[src/rtl/pbw_pkg.sv]
package pbw_pkg;

  // Strobes from the control module to the datapath
  typedef struct packed {
    logic latchAddr;   // first clock of an accepted write cycle
    logic sampleData;  // write cycle open: track data
    logic loadByte;    // write cycle closed: store held byte
    logic commit;      // idle timeout reached: start programming
    logic clearAll;    // programming finished: empty the buffer
  } pbwStrobes_t;

  typedef enum logic [1:0] {
    ST_EMPTY = 2'd0,
    ST_LOAD  = 2'd1,
    ST_PROG  = 2'd2
  } pbwState_t;

endpackage

[src/rtl/pbw_ctrl.sv]
module pbw_ctrl
  import pbw_pkg::*;
#(
  parameter int TIMEOUT_CYCLES = 25000,
  parameter int PROG_CYCLES    = 625000
) (
  input  logic        clk,
  input  logic        rstN,
  input  logic        ceN,
  input  logic        weN,
  input  logic        oeN,
  input  logic        arrDone,
  output pbwStrobes_t strb,
  output logic        busy,
  output logic        commitStb
);

  localparam int IDLE_W = $clog2(TIMEOUT_CYCLES + 1);
  localparam int PROG_W = $clog2(PROG_CYCLES + 1);
  localparam logic [IDLE_W-1:0] IDLE_LAST = IDLE_W'(TIMEOUT_CYCLES - 1);
  localparam logic [PROG_W-1:0] PROG_LAST = PROG_W'(PROG_CYCLES - 1);

  pbwState_t         stQ;
  logic              actQ, cycleOkQ, doneSeenQ, commitQ;
  logic [IDLE_W-1:0] idleCntQ;
  logic [PROG_W-1:0] progCntQ;
  logic              wrAct, wrRise, wrFall, progDone;

  assign wrAct  = ~ceN & ~weN & oeN;
  assign wrRise = wrAct & ~actQ;
  assign wrFall = ~wrAct & actQ;

  always_comb begin
    strb            = '0;
    strb.latchAddr  = wrRise & (stQ != ST_PROG);
    strb.sampleData = wrAct & (cycleOkQ | strb.latchAddr);
    strb.loadByte   = wrFall & cycleOkQ;
    strb.commit     = (stQ == ST_LOAD) & ~cycleOkQ & ~wrAct & (idleCntQ == IDLE_LAST);
    progDone        = (progCntQ == PROG_LAST) & (doneSeenQ | arrDone);
    strb.clearAll   = (stQ == ST_PROG) & progDone;
  end

  always_ff @(posedge clk or negedge rstN) begin
    if (!rstN) begin
      stQ       <= ST_EMPTY;
      actQ      <= 1'b0;
      cycleOkQ  <= 1'b0;
      doneSeenQ <= 1'b0;
      commitQ   <= 1'b0;
      idleCntQ  <= '0;
      progCntQ  <= '0;
    end else begin
      actQ    <= wrAct;
      commitQ <= strb.commit;
      if (strb.latchAddr)  cycleOkQ <= 1'b1;
      else if (wrFall)     cycleOkQ <= 1'b0;
      unique case (stQ)
        ST_EMPTY: begin
          if (strb.loadByte) begin
            stQ      <= ST_LOAD;
            idleCntQ <= '0;
          end
        end
        ST_LOAD: begin
          if (strb.loadByte) begin
            idleCntQ <= '0;
          end else if (strb.commit) begin
            stQ       <= ST_PROG;
            progCntQ  <= '0;
            doneSeenQ <= 1'b0;
          end else if (!cycleOkQ && !wrAct && idleCntQ < IDLE_LAST) begin
            idleCntQ <= idleCntQ + 1'b1;
          end
        end
        ST_PROG: begin
          if (strb.clearAll) begin
            stQ <= ST_EMPTY;
          end else begin
            if (progCntQ < PROG_LAST) progCntQ <= progCntQ + 1'b1;
            if (arrDone)              doneSeenQ <= 1'b1;
          end
        end
        default: stQ <= ST_EMPTY;
      endcase
    end
  end

  assign busy      = (stQ == ST_PROG);
  assign commitStb = commitQ;


  commit_pulse_chk: assert property (@(posedge clk) disable iff (!rstN)
    commitStb |=> !commitStb);


  commit_busy_chk: assert property (@(posedge clk) disable iff (!rstN)
    commitStb |-> busy);


  commit_closed_chk: assert property (@(posedge clk) disable iff (!rstN)
    commitStb |-> !$past(wrAct));


  busy_noload_chk: assert property (@(posedge clk) disable iff (!rstN)
    busy |-> !strb.loadByte);


  busy_min_chk: assert property (@(posedge clk) disable iff (!rstN)
    (!busy && $past(busy)) |-> ($past(progCntQ) == PROG_LAST && $past(doneSeenQ | arrDone)));


  busy_empty_chk: assert property (@(posedge clk) disable iff (!rstN)
    (!busy && $past(busy)) |-> (stQ == ST_EMPTY));

endmodule

[src/rtl/pbw_dpath.sv]
module pbw_dpath
  import pbw_pkg::*;
#(
  parameter int ADDR_W     = 17,
  parameter int DATA_W     = 8,
  parameter int PAGE_BYTES = 128
) (
  input  logic                         clk,
  input  logic                         rstN,
  input  pbwStrobes_t                  strb,
  input  logic [ADDR_W-1:0]            addr,
  input  logic [DATA_W-1:0]            dataIn,
  input  logic                         rdEn,
  output logic [DATA_W-1:0]            rdData,
  output logic [ADDR_W-$clog2(PAGE_BYTES)-1:0] commitPage,
  output logic [PAGE_BYTES*DATA_W-1:0] pageImage
);

  localparam int OFF_W  = $clog2(PAGE_BYTES);
  localparam int PAGE_W = ADDR_W - OFF_W;

  logic [ADDR_W-1:0] addrQ;
  logic [DATA_W-1:0] dataHoldQ;
  logic [PAGE_W-1:0] pageQ;
  logic [DATA_W-1:0] imgArr [PAGE_BYTES];
  logic [OFF_W-1:0]  offQ;

  assign offQ = addrQ[OFF_W-1:0];

  always_ff @(posedge clk or negedge rstN) begin
    if (!rstN) begin
      addrQ     <= '0;
      dataHoldQ <= '0;
      pageQ     <= '0;
    end else begin
      if (strb.latchAddr)  addrQ     <= addr;
      if (strb.sampleData) dataHoldQ <= dataIn;
      if (strb.loadByte)   pageQ     <= addrQ[ADDR_W-1:OFF_W];
    end
  end

  for (genvar i = 0; i < PAGE_BYTES; i++) begin : g_byte
    logic [DATA_W-1:0] byteQ;
    logic              flagQ;
    always_ff @(posedge clk or negedge rstN) begin
      if (!rstN) begin
        byteQ <= '0;
        flagQ <= 1'b0;
      end else if (strb.clearAll) begin
        flagQ <= 1'b0;
      end else if (strb.loadByte && offQ == OFF_W'(i)) begin
        byteQ <= dataHoldQ;
        flagQ <= 1'b1;
      end
    end
    assign imgArr[i] = flagQ ? byteQ : '1;
    assign pageImage[i*DATA_W +: DATA_W] = imgArr[i];
  end

  assign rdData     = rdEn ? imgArr[addr[OFF_W-1:0]] : '0;
  assign commitPage = pageQ;


  cleared_read_chk: assert property (@(posedge clk) disable iff (!rstN)
    ($past(strb.clearAll) && rdEn) |-> (rdData == '1));

endmodule

[src/rtl/pbw_page_writer.sv]
module pbw_page_writer
  import pbw_pkg::*;
#(
  parameter int ADDR_W         = 17,
  parameter int DATA_W         = 8,
  parameter int PAGE_BYTES     = 128,
  parameter int TIMEOUT_CYCLES = 25000,
  parameter int PROG_CYCLES    = 625000
) (
  input  logic                         clk,
  input  logic                         rstN,
  input  logic                         ceN,
  input  logic                         weN,
  input  logic                         oeN,
  input  logic [ADDR_W-1:0]            addr,
  input  logic [DATA_W-1:0]            dataIn,
  output logic [DATA_W-1:0]            dataOut,
  output logic                         commitStb,
  output logic [ADDR_W-$clog2(PAGE_BYTES)-1:0] commitPage,
  output logic [PAGE_BYTES*DATA_W-1:0] pageImage,
  input  logic                         arrDone,
  output logic                         busy
);

  pbwStrobes_t strb;
  logic        rdEn;

  assign rdEn = ~ceN & ~oeN & weN;

  pbw_ctrl #(
    .TIMEOUT_CYCLES(TIMEOUT_CYCLES),
    .PROG_CYCLES   (PROG_CYCLES)
  ) u_ctrl (
    .clk      (clk),
    .rstN     (rstN),
    .ceN      (ceN),
    .weN      (weN),
    .oeN      (oeN),
    .arrDone  (arrDone),
    .strb     (strb),
    .busy     (busy),
    .commitStb(commitStb)
  );

  pbw_dpath #(
    .ADDR_W    (ADDR_W),
    .DATA_W    (DATA_W),
    .PAGE_BYTES(PAGE_BYTES)
  ) u_dpath (
    .clk       (clk),
    .rstN      (rstN),
    .strb      (strb),
    .addr      (addr),
    .dataIn    (dataIn),
    .rdEn      (rdEn),
    .rdData    (dataOut),
    .commitPage(commitPage),
    .pageImage (pageImage)
  );

endmodule

[config.mk]
export PLATFORM = sky130hd
export DESIGN_NAME = pbw_page_writer
export DESIGN_NICKNAME = d
export VERILOG_FILES = /design/src/rtl/pbw_pkg.sv /design/src/rtl/pbw_ctrl.sv /design/src/rtl/pbw_dpath.sv /design/src/rtl/pbw_page_writer.sv
export SDC_FILE = /design/constraint.sdc
export NUM_CORES = 2
export LEC_CHECK = 0
export BUFFER_PORTS_ARGS = -buffer_cell sky130_fd_sc_hd__buf_4
export CAP_MARGIN = 20
export CORE_AREA = 2 2 421 423
export DETAILED_ROUTE_END_ITERATION = 10
export DIE_AREA = 0 0 423 425
export SLEW_MARGIN = 20
export SYNTH_ARGS = -nofsm -noshare
export SYNTH_HDL_FRONTEND = slang
export SYNTH_SLANG_ARGS = --single-unit
[constraint.sdc]
create_clock -name clk -period 4.5 [get_ports clk]
set_input_delay 0.225 -clock clk [delete_from_list [all_inputs] [get_ports clk]]
set_output_delay 0.225 -clock clk [all_outputs]
set_load 0.02 [all_outputs]
# Word-level counts from Yosys, hierarchy flattened
# Cells that the tools add are included.
# W data, S select, Z words.
[classes]
add_sub_neg = 2
order_cmp = 3
eq_ne = 141
mux = 410
bitwise = 24
reduce_logical = 397
[ops]
columns = ["op", "n"]
rows = [
  ["$mux W8", 131],
  ["$eq A7 B7 Y1 const B", 64],
  ["$mux W1", 262],
  ["$reduce_bool A2 Y1", 131],
  ["$reduce_and A2 Y1", 128],
  ["$eq A7 B6 Y1 const B", 32],
  ["$logic_and A1 B1 Y1", 130],
  ["$eq A7 B5 Y1 const B", 16],
  ["$mux W20", 4],
  ["$mux W15", 4],
  ["$bmux W8 S7", 1],
  ["$eq A7 B4 Y1 const B", 8],
  ["$pmux W20 S2", 1],
  ["$pmux W15 S2", 1],
  ["$eq A7 B3 Y1 const B", 4],
  ["$add A20 B1 Y20 const B", 1],
  ["$eq A20 B20 Y1 const B", 1],
  ["$lt A20 B20 Y1 const B", 1],
  ["$add A15 B1 Y15 const B", 1],
  ["$eq A15 B15 Y1 const B", 1],
  ["$lt A15 B15 Y1 const B", 1],
  ["$and A1 B1 Y1", 14],
  ["$eq A7 B2 Y1 const B", 2],
  ["$reduce_and A5 Y1", 2],
  ["other kinds (17)", 36],
]
[word_totals]
reg_bits = 1228
output_inout_bits = 1044
elab_cells = 1243

# Logic depth before layout (Yosys ltp)
[depth]
ltp_word = 10
mapped_depth = 11
mapped_depth_nobuf = 8

# By module
# Synthesis repeated with hierarchy kept, for this count alone.
[unflattened]
hier_cells = 4977
hier_area_um2 = 61579.1
[by_module_without_submodules]
columns = ["module", "instances", "cells_each", "area_each_um2", "seq_area_each_um2"]
rows = [
  ["pbw_dpath", 1, 4718, 59244.3, 29703.5],
  ["pbw_ctrl", 1, 258, 2322.2, 1026.0],
  ["pbw_page_writer", 1, 1, 12.5, 0.0],
]

# Worst setup path after synthesis
# OpenSTA, ideal clock, no wires.
[synth_path]
path_type = "input -> output"
from = "input addr[2]"
to = "output dataOut[0]"
arrival_time_ns = 2.552
setup_slack_ns = 1.723
path_stages = 9
path_buffers = 4
cell_sequence = "buf_2 inv_1 buf_2 buf_4 buf_2 mux2i_1 a221oi_1 nand4b_1 o41ai_1"
[synth_between]
elab_chain_len = 5
[synth_rtl]
columns = ["item", "line_no", "source"]
rows = [
  ["start: declaration", "pbw_page_writer.sv:15", "input logic [ADDR_W-1:0] addr,"],
  ["$not A7 Y8 (implied by the code)", "pbw_dpath.sv:60", "assign rdData = rdEn ? imgArr[addr[OFF_W-1:0]] : '0;"],
  ["$bmux W8 S7", "pbw_dpath.sv:60", ""],
  ["$mux W8 (implied by the code) (2 in series)", "pbw_dpath.sv:60", ""],
  ["$mux W8", "pbw_dpath.sv:60", ""],
  ["end: declaration", "pbw_page_writer.sv:17", "output logic [DATA_W-1:0] dataOut,"],
]
# No other way between the ends. The select of a mux whose other input is x is not followed.

# Worst setup path in the final report
[layout_path]
from = "input addr[3]"
to = "output dataOut[2]"
# Same word-level chain as after synthesis.

==> flow_metrics.py <==
metrics = {
    "synthesis": {
        "synth.largest_area_cell": "dfrtp_1",
        "synth_cell_types": 86,
        "ys_seq_elements": 1228,
        "synth-seq-area-share_pct": 49.5,
        "netlist_instances": 5164,
        "avgSynthCellArea_um2": 12.0,
        "syn-cell-area_um2": 62100,
        "synth_top_area_share_pct": 49.5,
        "ys_top_cells_by_area": "dfrtp_1 50%, mux2_2 15%, nand2b_1 10%",
        "syn_nets": 5201,
        "synth_edf_count": 0,
        "synthFlopType": "dfrtp_1",
        "yosys_warnings": 0,
        "synthArstFlopShare_pct": 100,
    },
    "sta": {
        "clock.fmax_ghz": 0.225,
        "worst_hold_slack_ps": 64.5,
        "rsz0062_at_grt": "false",
        "setup_viol": 0,
        "setup_tns_ps": 0,
        "hold_viol": 0,
        "fin_crit_sh_pct": 98.6,
        "fin_worst_skew_ps": 36.0,
        "slew_viol_final": 0,
        "slew_headroom_pct": 17.5,
        "worstMarginPinSlew_ps": 1230,
        "fin_crit_ps": 4430,
    },
    "global_route": {
        "grtUsageMet3_pct": 9.12,
        "grt_max_degree": 132,
        "antenna_found_initial": 20,
        "grt_overflow": 0,
        "grt_pass1_wl_um": 440000,
        "grt-busiest-layer": "met2",
        "first_global_vias": 49700,
        "met1_usage_pct": 43.1,
        "grt.total_usage_pct": 35.6,
        "use_met2_pct": 55.7,
    },
    "power": {
        "total_power_mw": 35.5,
        "p_per_area_nw_per_um2": 452,
        "vdd_drop_max_uv": 433,
        "p_leak_nw": 37.0,
    },
    "status": {
        "status": "complete, no violations",
    },
    "die": {
        "num_rows": 154,
        "start_util_pct": 35.4,
        "core-area_um2": 175000,
        "dieArea_um2": 180000,
        "fp.dieW_um": 423,
        "ios": 1075,
        "die_h_um": 425,
    },
    "critical_path": {
        "arrival_ps": 4210,
        "worstSetupEndpoint": "dataOut[2]",
        "worst-r2r-cell-count": 6,
        "reg2reg_from": "u_ctrl.stQ[0]",
        "rr_endpoint": "u_dpath.g_byte[54].byteQ[4]",
        "cp-startpoint": "addr[3]",
        "cp_max_fo": 17,
        "crit_type": "in -> out",
        "cp-end-kind": "output pin",
        "cp.required_ps": 4280,
        "start_kind": "input pin",
        "r2r_slack_ps": 590,
    },
    "route": {
        "drtIter0Drc": 5897,
        "wirelength_um": 331000,
        "vias_per_cell": 5.90,
        "dr.pass1.iters": 6,
        "num_vias": 51400,
        "drc": 0,
        "drtAntennaViolNets": 0,
        "wire_per_inst_um": 38.0,
    },
    "layout": {
        "final_nets": 6296,
        "stdcell_count": 8715,
        "final_common_cell": "dfrtp_1",
        "area_growth_pct": 26.6,
        "drive_above_1_share_pct": 41.0,
        "num-fill-cells": 16500,
        "mostFrequentLayoutCells": "1220 x dfrtp_1, 1193 x buf_4, 1036 x nand2b_1",
    },
    "clock_network": {
        "clock_latency_ps": 820,
        "path_clk_slew_ps": 50,
        "cts_made_buffers": 145,
        "htreeDepth": 4,
        "cts_tree": "yes",
        "cts.path.max_buffers": 3,
        "cts-root-buf": "clkbuf_16",
        "cts.sinks": 1228,
    },
    "placement": {
        "place_inst": 8426,
        "place.port_buffers": 1074,
        "hpwl_um": 256000,
        "gp_congestion": 0.966,
    },
    "flow_run": {
        "drv_cap": 0,
    },
    "hold_path": {
        "hp-class": "in -> async",
    },
}
[synth_stat cells, types with 19 or more instances]
cell,n
dfrtp_1,1228
nor3_1,22
nor2_4,20
nand2b_1,1040
nand2_1,232
a21o_1,61
nand4_1,27
nand3b_1,50
nand2_4,54
nand3_1,32
nand2_2,25
mux4_2,89
mux2_1,211
nor2_1,90
mux2_2,849
o21ai_0,108
clkbuf_1,210
o22ai_1,182
nor3b_1,19
buf_2,53
o211ai_1,34
or3b_2,26
a21oi_1,45
nor2_2,26
mux2i_1,111
[metrics by stage]
step / util, % / area (um^2) / setup WS [ps]
2_1_floorplan: - / 62100 / 1720
3_3_place_gp: 41.9 / 73400 / -130
3_5_place_dp: 41.9 / 73400 / 96.2
4_1_cts: 44.8 / 78500 / 27.2
5_1_grt: 44.8 / 78600 / 4.09
6_report: 44.8 / 78600 / 65.2
[cells by family after synthesis]
group	count (synthesis)	synth area share (%)
fa+ha+maj	6	0.121
mux	1268	24.4
buf+inv	311	2.13
xor+xnor	11	0.155
simple gates	1782	17.6
flops	1228	49.5
compound gates	558	6.01
[worst max-delay path: stages]
cell	delay (ps)
dlygate4sd3_1	630
buf_4	300
or3b_2	730
nor2_1	680
o21ai_0	640
o2111a_1	360
nand4_1	140
o41ai_2	110
buf_4	200
buf_4	160
[worst min-delay path by stage]
stage	start	to
floorplan	rstN	u_ctrl.actQ
global placement	rstN	u_dpath.g_byte[20].byteQ[0]
detailed placement	rstN	u_dpath.g_byte[20].byteQ[2]
CTS	addr[2]	u_dpath.addrQ[2]
global route	addr[2]	u_dpath.addrQ[2]
finish	rstN	u_dpath.g_byte[20].byteQ[2]
[state kept, by name, summed over array words and instances, names as in the netlist]
| register | count |
|---|---|
| u_ctrl.actQ | 1 |
| u_ctrl.commitStb | 1 |
| u_ctrl.cycleOkQ | 1 |
| u_ctrl.doneSeenQ | 1 |
| u_ctrl.idleCntQ | 15 |
| u_ctrl.progCntQ | 20 |
| u_ctrl.stQ | 2 |
| u_dpath.addrQ | 17 |
| u_dpath.commitPage | 10 |
| u_dpath.dataHoldQ | 8 |
| u_dpath.g_byte.byteQ | 1024 |
| u_dpath.g_byte.flagQ | 128 |
[where the power goes]
group / switching [mW] / internal (mW) / leakage [nW]
sequential: 1.51 / 11.8 / 17.0
clock: 5.11 / 7.05 / 2.38
combinational: 6.89 / 3.10 / 17.5
[cell type report]
cell class                 count  area (um^2)  area share, %
antenna                        7         17.5         0.0223
tap                         2340         2930           3.73
clock buffer                 205         4150           5.28
inverter                      14         55.1         0.0701
timing repair buffer        1245         9710           12.4
multi-input combinational   3625        30300           38.5
sequential                  1228        30800           39.2
clock inverter                51          686          0.873
[timing repair]
action | CTS | global route
buffers inserted | 0 | 0
setup endpoints to repair | 1 | 1
gates cloned | 0 | 0
hold endpoints to repair | 123 | 0
hold buffers | 26 | 0
resized for setup | 2 | 1
[routing by layer]
metal	wire length [um]	part of all wire (%)
met5	74	0.022
met4	27500	8.3
met3	29000	8.8
met2	151000	46
met1	124000	37
Note: power is estimated with default switching activity, not from simulation.
